[src/rtl/esf_dl_pkg.sv]
package esf_dl_pkg;
  typedef enum logic {
    DL_STD = 1'b0,
    DL_IMP = 1'b1
  } dl_mode_e;
endpackage

[src/rtl/esf_dl_timing.sv]
module esf_dl_timing
  import esf_dl_pkg::*;
#(
  parameter int FRAMES  = 24,
  parameter int FRAME_W = 5,
  parameter int MF_BITS = 12,
  parameter int SET_MAX = 24,
  parameter int CNT_W   = 5
) (
  input  logic               clk,
  input  logic               rst_n,
  input  logic [FRAME_W-1:0] frame_num,
  input  logic               f_strobe,
  input  dl_mode_e           mode_in,
  output logic               dl_slot,
  output logic               mf_end,
  output logic [CNT_W-1:0]   bit_idx,
  output logic               set_full,
  output logic               set_restart,
  output dl_mode_e           mode_act,
  output logic               synced
);
  logic [CNT_W-1:0] cnt_q, cnt_n;
  dl_mode_e         mode_q, mode_n;
  logic             sync_q, sync_n;
  logic [CNT_W-1:0] set_bits;
  logic             keep_going;

  assign dl_slot  = f_strobe && frame_num[0] && (frame_num < FRAME_W'(FRAMES));
  assign mf_end   = f_strobe && (frame_num == FRAME_W'(FRAMES));
  assign set_bits = (mode_q == DL_IMP) ? CNT_W'(SET_MAX) : CNT_W'(MF_BITS);
  assign set_full = sync_q && (cnt_q == set_bits);
  assign keep_going = sync_q && (mode_in == mode_q) && (mode_q == DL_IMP)
                      && (cnt_q == CNT_W'(MF_BITS));
  assign set_restart = mf_end && !keep_going;

  always_comb begin
    cnt_n  = cnt_q;
    mode_n = mode_q;
    sync_n = sync_q;
    if (mf_end) begin
      sync_n = 1'b1;
      mode_n = mode_in;
      if (!keep_going) cnt_n = '0;
    end else if (dl_slot && sync_q && (cnt_q < CNT_W'(SET_MAX))) begin
      cnt_n = cnt_q + CNT_W'(1);
    end
  end

  always_ff @(posedge clk or negedge rst_n) begin
    if (!rst_n) begin
      cnt_q  <= '0;
      mode_q <= DL_STD;
      sync_q <= 1'b0;
    end else begin
      cnt_q  <= cnt_n;
      mode_q <= mode_n;
      sync_q <= sync_n;
    end
  end

  assign bit_idx  = cnt_q;
  assign mode_act = mode_q;
  assign synced   = sync_q;

  p_cnt_bound_r9: assert property (@(posedge clk) disable iff (!rst_n)
    cnt_q <= CNT_W'(SET_MAX));
  p_restart_zero_r9: assert property (@(posedge clk) disable iff (!rst_n)
    set_restart |=> (cnt_q == '0));
  p_std_depth_r3: assert property (@(posedge clk) disable iff (!rst_n)
    (mode_q == DL_STD) |-> (cnt_q <= CNT_W'(MF_BITS)));
endmodule

[src/rtl/esf_dl_rx.sv]
module esf_dl_rx
  import esf_dl_pkg::*;
#(
  parameter int MF_BITS = 12,
  parameter int SET_MAX = 24,
  parameter int CNT_W   = 5
) (
  input  logic               clk,
  input  logic               rst_n,
  input  logic               dl_slot,
  input  logic               synced,
  input  logic               mf_end,
  input  logic               set_full,
  input  dl_mode_e           mode_act,
  input  logic [CNT_W-1:0]   bit_idx,
  input  logic               rx_bit,
  input  logic               irq_clr,
  output logic [SET_MAX-1:0] rx_regs,
  output logic               rx_irq
);
  localparam logic [SET_MAX-1:0] STD_MASK =
    {{(SET_MAX-MF_BITS){1'b0}}, {MF_BITS{1'b1}}};

  logic [SET_MAX-1:0] shad_q, shad_n;
  logic [SET_MAX-1:0] regs_q, regs_n;
  logic               irq_q, irq_n;
  logic               commit;

  assign commit = mf_end && set_full;

  always_comb begin
    shad_n = shad_q;
    if (dl_slot && synced && (bit_idx < CNT_W'(SET_MAX))) shad_n[bit_idx] = rx_bit;
    regs_n = regs_q;
    if (commit) regs_n = (mode_act == DL_IMP) ? shad_q : (shad_q & STD_MASK);
    irq_n = commit || (irq_q && !irq_clr);
  end

  always_ff @(posedge clk or negedge rst_n) begin
    if (!rst_n) begin
      shad_q <= '0;
      regs_q <= '0;
      irq_q  <= 1'b0;
    end else begin
      shad_q <= shad_n;
      regs_q <= regs_n;
      irq_q  <= irq_n;
    end
  end

  assign rx_regs = regs_q;
  assign rx_irq  = irq_q;

  p_atomic_r5: assert property (@(posedge clk) disable iff (!rst_n)
    !commit |=> $stable(regs_q));
  p_commit_irq_r3: assert property (@(posedge clk) disable iff (!rst_n)
    commit |=> irq_q);
  p_std_upper_zero_r3: assert property (@(posedge clk) disable iff (!rst_n)
    (commit && mode_act == DL_STD) |=> (regs_q[SET_MAX-1:MF_BITS] == '0));
  p_sticky_r8: assert property (@(posedge clk) disable iff (!rst_n)
    (irq_q && !irq_clr) |=> irq_q);
endmodule

[src/rtl/esf_dl_tx.sv]
module esf_dl_tx
  import esf_dl_pkg::*;
#(
  parameter int MF_BITS = 12,
  parameter int SET_MAX = 24,
  parameter int CNT_W   = 5,
  parameter int REG_W   = 8,
  parameter int NREG    = 3,
  parameter int ADDR_W  = 2
) (
  input  logic              clk,
  input  logic              rst_n,
  input  logic              wr_en,
  input  logic [ADDR_W-1:0] wr_addr,
  input  logic [REG_W-1:0]  wr_data,
  input  logic              mf_end,
  input  logic              set_restart,
  input  dl_mode_e          mode_next,
  input  logic              synced,
  input  logic [CNT_W-1:0]  bit_idx,
  input  logic              tx_en,
  input  logic              irq_clr,
  output logic              tx_bit,
  output logic              tx_irq
);
  localparam logic [SET_MAX-1:0] STD_MASK =
    {{(SET_MAX-MF_BITS){1'b0}}, {MF_BITS{1'b1}}};

  logic [SET_MAX-1:0] wregs_q;
  logic [SET_MAX-1:0] shad_q, shad_n;
  logic               irq_q, irq_n;
  logic               load;
  logic               tx_on;

  for (genvar g = 0; g < NREG; g++) begin : g_wreg
    logic             sel;
    logic [REG_W-1:0] byte_n;
    assign sel = wr_en && (wr_addr == ADDR_W'(g));
    always_comb byte_n = sel ? wr_data : wregs_q[g*REG_W +: REG_W];
    always_ff @(posedge clk or negedge rst_n) begin
      if (!rst_n) wregs_q[g*REG_W +: REG_W] <= '0;
      else        wregs_q[g*REG_W +: REG_W] <= byte_n;
    end
  end

  assign load = mf_end && set_restart;

  always_comb begin
    shad_n = shad_q;
    if (load) shad_n = (mode_next == DL_IMP) ? wregs_q : (wregs_q & STD_MASK);
    irq_n = load || (irq_q && !irq_clr);
  end

  always_ff @(posedge clk or negedge rst_n) begin
    if (!rst_n) begin
      shad_q <= '0;
      irq_q  <= 1'b0;
    end else begin
      shad_q <= shad_n;
      irq_q  <= irq_n;
    end
  end

  assign tx_on  = tx_en && synced && (bit_idx < CNT_W'(SET_MAX));
  assign tx_bit = tx_on ? shad_q[bit_idx] : 1'b1;
  assign tx_irq = irq_q;

  p_idle_when_off_r7: assert property (@(posedge clk) disable iff (!rst_n)
    !tx_en |-> tx_bit);
  p_load_irq_r6: assert property (@(posedge clk) disable iff (!rst_n)
    load |=> irq_q);
  p_shadow_hold_r6: assert property (@(posedge clk) disable iff (!rst_n)
    !load |=> $stable(shad_q));
  p_tx_sticky_r8: assert property (@(posedge clk) disable iff (!rst_n)
    (irq_q && !irq_clr) |=> irq_q);
endmodule

[src/rtl/esf_dl_buffer.sv]
module esf_dl_buffer
  import esf_dl_pkg::*;
#(
  parameter int FRAMES = 24,
  parameter int REG_W  = 8,
  localparam int MF_BITS = FRAMES / 2,
  localparam int SET_MAX = 2 * MF_BITS,
  localparam int NREG    = SET_MAX / REG_W,
  localparam int FRAME_W = $clog2(FRAMES + 1),
  localparam int CNT_W   = $clog2(SET_MAX + 1),
  localparam int ADDR_W  = $clog2(NREG + 1)
) (
  input  logic               clk,
  input  logic               rst_n,
  input  logic [FRAME_W-1:0] frame_num,
  input  logic               f_strobe,
  input  logic               dl_mode,
  input  logic               tx_en,
  input  logic               rx_bit,
  output logic               tx_bit,
  output logic [SET_MAX-1:0] rx_regs,
  output logic               rx_irq,
  input  logic               rx_irq_clr,
  input  logic               wr_en,
  input  logic [ADDR_W-1:0]  wr_addr,
  input  logic [REG_W-1:0]   wr_data,
  output logic               tx_irq,
  input  logic               tx_irq_clr
);
  logic             dl_slot, mf_end, set_full, set_restart, synced;
  logic [CNT_W-1:0] bit_idx;
  dl_mode_e         mode_act, mode_in;

  assign mode_in = dl_mode_e'(dl_mode);

  esf_dl_timing #(
    .FRAMES(FRAMES), .FRAME_W(FRAME_W), .MF_BITS(MF_BITS),
    .SET_MAX(SET_MAX), .CNT_W(CNT_W)
  ) u_timing (
    .clk(clk), .rst_n(rst_n), .frame_num(frame_num), .f_strobe(f_strobe),
    .mode_in(mode_in), .dl_slot(dl_slot), .mf_end(mf_end), .bit_idx(bit_idx),
    .set_full(set_full), .set_restart(set_restart), .mode_act(mode_act),
    .synced(synced)
  );

  esf_dl_rx #(
    .MF_BITS(MF_BITS), .SET_MAX(SET_MAX), .CNT_W(CNT_W)
  ) u_rx (
    .clk(clk), .rst_n(rst_n), .dl_slot(dl_slot), .synced(synced),
    .mf_end(mf_end), .set_full(set_full), .mode_act(mode_act),
    .bit_idx(bit_idx), .rx_bit(rx_bit), .irq_clr(rx_irq_clr),
    .rx_regs(rx_regs), .rx_irq(rx_irq)
  );

  esf_dl_tx #(
    .MF_BITS(MF_BITS), .SET_MAX(SET_MAX), .CNT_W(CNT_W),
    .REG_W(REG_W), .NREG(NREG), .ADDR_W(ADDR_W)
  ) u_tx (
    .clk(clk), .rst_n(rst_n), .wr_en(wr_en), .wr_addr(wr_addr),
    .wr_data(wr_data), .mf_end(mf_end), .set_restart(set_restart),
    .mode_next(mode_in), .synced(synced), .bit_idx(bit_idx), .tx_en(tx_en),
    .irq_clr(tx_irq_clr), .tx_bit(tx_bit), .tx_irq(tx_irq)
  );
endmodule

[config.mk]
export PLATFORM = sky130hd
export DESIGN_NAME = esf_dl_buffer
export DESIGN_NICKNAME = d
export VERILOG_FILES = /design/src/rtl/esf_dl_pkg.sv /design/src/rtl/esf_dl_timing.sv /design/src/rtl/esf_dl_rx.sv /design/src/rtl/esf_dl_tx.sv /design/src/rtl/esf_dl_buffer.sv
export SDC_FILE = /design/constraint.sdc
export NUM_CORES = 1
export LEC_CHECK = 0
export CAP_MARGIN = 20
export CORE_MARGIN = 10
export CORE_UTILIZATION = 42
export DETAILED_ROUTE_END_ITERATION = 12
export GPL_TIMING_DRIVEN = 0
export RECOVER_POWER = 100
export SYNTH_ARGS = -nofsm -noshare
export SYNTH_HDL_FRONTEND = slang
export SYNTH_SLANG_ARGS = --single-unit
[constraint.sdc]
create_clock -name clk -period 2.65 [get_ports clk]
set_input_delay 0.6625 -clock clk [delete_from_list [all_inputs] [get_ports clk]]
set_output_delay 0.6625 -clock clk [all_outputs]
set_load 0.01 [all_outputs]
==> impl_metrics.csv <==
group,metric,value,unit
pwr,p_int,0.00268,W
cts,root_buffer,"clkbuf_8",
pwr,clockPowerShare,0.265,
global_routing,antenna_found_initial,0,
pwr,power_leakage,2.55,nW
sta,worst_slew_pin_slew,1.02,ns
finish,nFillCells,948,
sta,layout_min_cycle_time,2.61,ns
worst_setup_path,crit_required,1.99,ns
global_routing,grt_use_met2,0.211,
yosys,synthCells,360,
global_routing,track_usage,0.126,
yosys,synth-seq-area-share,0.580,
yosys,ys_ff_latch,105,
placement,gp_congestion,0.777,
yosys,syn_area_per_cell,12.6,um2
detailed_routing,num_vias,2889,
worst_setup_path,worstSetupStartpointType,"flop",
global_routing,grt_start_max_net_pins,65,
cts,ctsHoldBuffers,0,
global_routing,use_met3,0.0262,
yosys,ys_types,37,
worst_setup_path,crit_path_top_delay_cell,"mux4_2",
detailed_routing,wl_per_cell,15.9,um
die,dieArea,15300,um2
die,die_x,124,um
cts,numCtsBuffers,9,
worst_setup_path,endpoint_kind,"output pin",
finish,drive_gt1_frac,0.278,
global_routing,grt_pass1_wl,15300,um
placement,hpwl,6740,um
yosys,yosysWarnings,0,
worst_setup_path,crit_type,"reg2out",
pwr,switchingPower,0.00104,W
sta,rsz0062_at_grt,"true",
sta,fin_ws,0.0367,ns
sta,drv_slew,0,
detailed_routing,drt_wl_total,9110,um
run_status,status,"complete, no violations",
die,ioPinCount,51,
worst_setup_path,cp.arrival,1.95,ns
finish,num_antenna_cells,0,
die,rows,37,
worst_setup_path,cp_slowest_stage_delay,0.49,ns
sta,clock.fmax,0.383,GHz
global_routing,busiest_layer,"met2",
placement,port_buffers,50,
pwr,seqPwrFrac,0.517,
cts,htreeDepth,3,
detailed_routing,first_pass_iters,4,
cts,numClockSinks,105,
placement,place_ws,-0.157,ns
min_path,hold_path.class,"in2async",
yosys,synthesis.nets,388,
sta,setup_viol,0,
finish,layout-area-overhead-vs-synth,20.8,%
pwr,ir_drop,365,uV
cts,clkTransAtPathRegs,0.10,ns
sta,hold_viol,0,
yosys,synth.area.top_cells,"dfrtp_1 (58%), mux2_2 (17%), nand2_1 (4.3%)",
yosys,yosysTopAreaCell,"dfrtp_1",
detailed_routing,via_per_inst,5.06,
pwr,total_power,0.00372,W
worst_setup_path,cp_cell_sequence,"buf_6 -> mux4_2 -> nand2b_1 -> and3_1 -> nand4_1 -> buf_2",
sta,max-slew-margin-rel,0.320,
detailed_routing,ant_nets,0,
run,maxCapViolCount,0,
detailed_routing,drc,0,
cts,cts_tree,"built",
finish,layout.nets,458,
global_routing,grt-ovfl-total,0,
sta,period_share,0.986,
pwr,swShare,0.280,
worst_setup_path,crit_fanout,3,
global_routing,grt_use_met1,0.159,
pwr,p_comb_frac,0.217,
pwr,powerDensity,680,nW/um2
global_routing,grt_pass1_vias,3072,
cts,clock_path_buffers,2,
yosys,syn_area,4530,um2
sta,fin_skew,0.0128,ns
cts,clk_latency,0.36,ns
die,floorplan.initialDensity,0.435,
yosys,synth.top_cell.area_share,0.580,
die,core_area,10400,um2
detailed_routing,first_iter_violations,138,
die,fp.dieH,124,um
## Yosys cell counts (all sizes together)
| master | count |
|---|---|
| dfrtp | 105 |
| mux2 | 75 |
| nand2 | 52 |
| o21ai | 28 |
| nor2 | 25 |
| buf | 8 |
| nand3 | 8 |
| clkbuf | 7 |
| inv | 6 |
| nand4 | 6 |
| mux2i | 5 |
| ha | 4 |
| mux4 | 4 |
| nand2b | 4 |
| nand3b | 3 |
| o2111ai | 3 |
| and2b | 2 |
| and3 | 2 |
| nor3b | 2 |
| or3 | 2 |
| a21boi | 1 |
| a21o | 1 |
| and2 | 1 |
| and3b | 1 |
| and4bb | 1 |
| nor2b | 1 |
| nor3 | 1 |
| o211ai | 1 |
| o21a | 1 |
## layer usage
layer	share of wire	vias to the layer above
met5	0	-
met4	0.017	0
met3	0.050	17
met2	0.48	50
met1	0.45	1423
li1	-	1399
## flip-flops by register name, indices dropped and copies added, names as in the netlist
signal             count
u_tx.wregs_q          24
u_tx.tx_irq            1
u_timing.bit_idx       5
u_timing.mode_act      1
u_tx.shad_q           24
u_rx.shad_q           24
u_rx.rx_irq            1
u_timing.synced        1
u_rx.rx_regs          24
## final timing paths
kind,from,endpoint,slack [ns],depth (start not counted)
max,u_timing.bit_idx[0]$_DFFE_PN0P_,tx_bit,0.04,6
min,rst_n,u_rx.rx_regs[20]$_DFFE_PN0P_,0.46,1
max reg2reg,u_timing.bit_idx[0]$_DFFE_PN0P_,u_tx.shad_q[6]$_DFFE_PN0P_,0.44,8
min reg2reg,u_rx.rx_regs[15]$_DFFE_PN0P_,u_rx.rx_regs[15]$_DFFE_PN0P_,0.48,2
max in group asynchronous,rst_n,u_tx.shad_q[19]$_DFFE_PN0P_,0.69,2
min in group clk,u_rx.rx_regs[15]$_DFFE_PN0P_,u_rx.rx_regs[15]$_DFFE_PN0P_,0.48,2
## stage by stage
step                      setup TNS, ns  utilization  cells  cell area [um2]  hold WS [ns]
after floorplan                       0            -    360             4530         0.367
after global placement          -320.27        0.499    546             5200         0.459
after detailed placement         -0.157        0.502    547             5230         0.470
after CTS                             0        0.526    569             5480         0.282
after global routing            -0.0278        0.526    571             5480         0.524
final                                 0        0.526    571             5480         0.457
## worst max-delay path: cells and delay by family, from the launching register on
kind | cells | cell delay [ns]
buffers and inverters | 2 | 0.30
multiplexers | 1 | 0.49
AND/OR/NAND/NOR | 3 | 0.40
flip-flops | 1 | 0.39
## final cells by class
cell class | instances | area [um2] | share of cell area
Buffer | 15 | 91.3 | 0.0167
Sequential cell | 105 | 2630 | 0.480
Clock buffer | 10 | 128 | 0.0233
Timing Repair Buffer | 59 | 558 | 0.102
Tap cell | 136 | 170 | 0.0311
Multi-Input combinational cell | 234 | 1810 | 0.331
Inverter | 6 | 22.5 | 0.00411
Clock inverter | 6 | 66.3 | 0.0121
## power by group through the flow
stage | sequential (W) | clock (W) | combinational, W
6_report | 0.00193 | 0.000988 | 0.000809
5_1_grt | 0.00195 | 0.00108 | 0.000898
4_1_cts | 0.00192 | 0.00102 | 0.000799
3_5_place_dp | 0.00196 | 0 | 0.000697
3_3_place_gp | 0.00196 | 0 | 0.000681
2_1_floorplan | 0.00191 | 0 | 0.000494
## kinds of logic (layout without fill, tap and decap cells)
kind of cell / after synthesis / count (layout) / share of synthesized area
compound gates: 35 / 35 / 0.0491
buf+inv: 21 / 96 / 0.0218
flops: 105 / 105 / 0.580
mux: 84 / 84 / 0.221
simple gates: 111 / 111 / 0.117
fa+ha+maj: 4 / 4 / 0.0110
## layout by cell type, fill, tap and decap left out, types with 2 or more instances in the layout
cell type and count:
o21ai_0 28, inv_1 6, mux2i_1 5, buf_4 9, nor3b_2 2, and2b_1 2, and3_1 2, ha_1 4
nand4_1 5, nand2_1 52, inv_6 2, clkdlybuf4s50_1 19, mux2_2 69, nand2b_1 4, nand3_1 7, clkinv_2 2
nor2_1 25, dlygate4sd3_1 29, clkbuf_4 2, clkbuf_1 7, dfrtp_1 105, nand3b_1 3, clkbuf_8 9, mux4_2 4
buf_6 3, mux2_4 5, buf_2 4, clkbuf_2 2
## timing repair
action / 4_1_cts / 5_1_grt
pin swaps: 1 / 2
gates resized for setup: 10 / 3
endpoints found under the setup margin: 1 / 1
setup buffers: 6 / 2
endpoints found under the hold margin: 0 / 0
(Power assumes the default switching activity.)
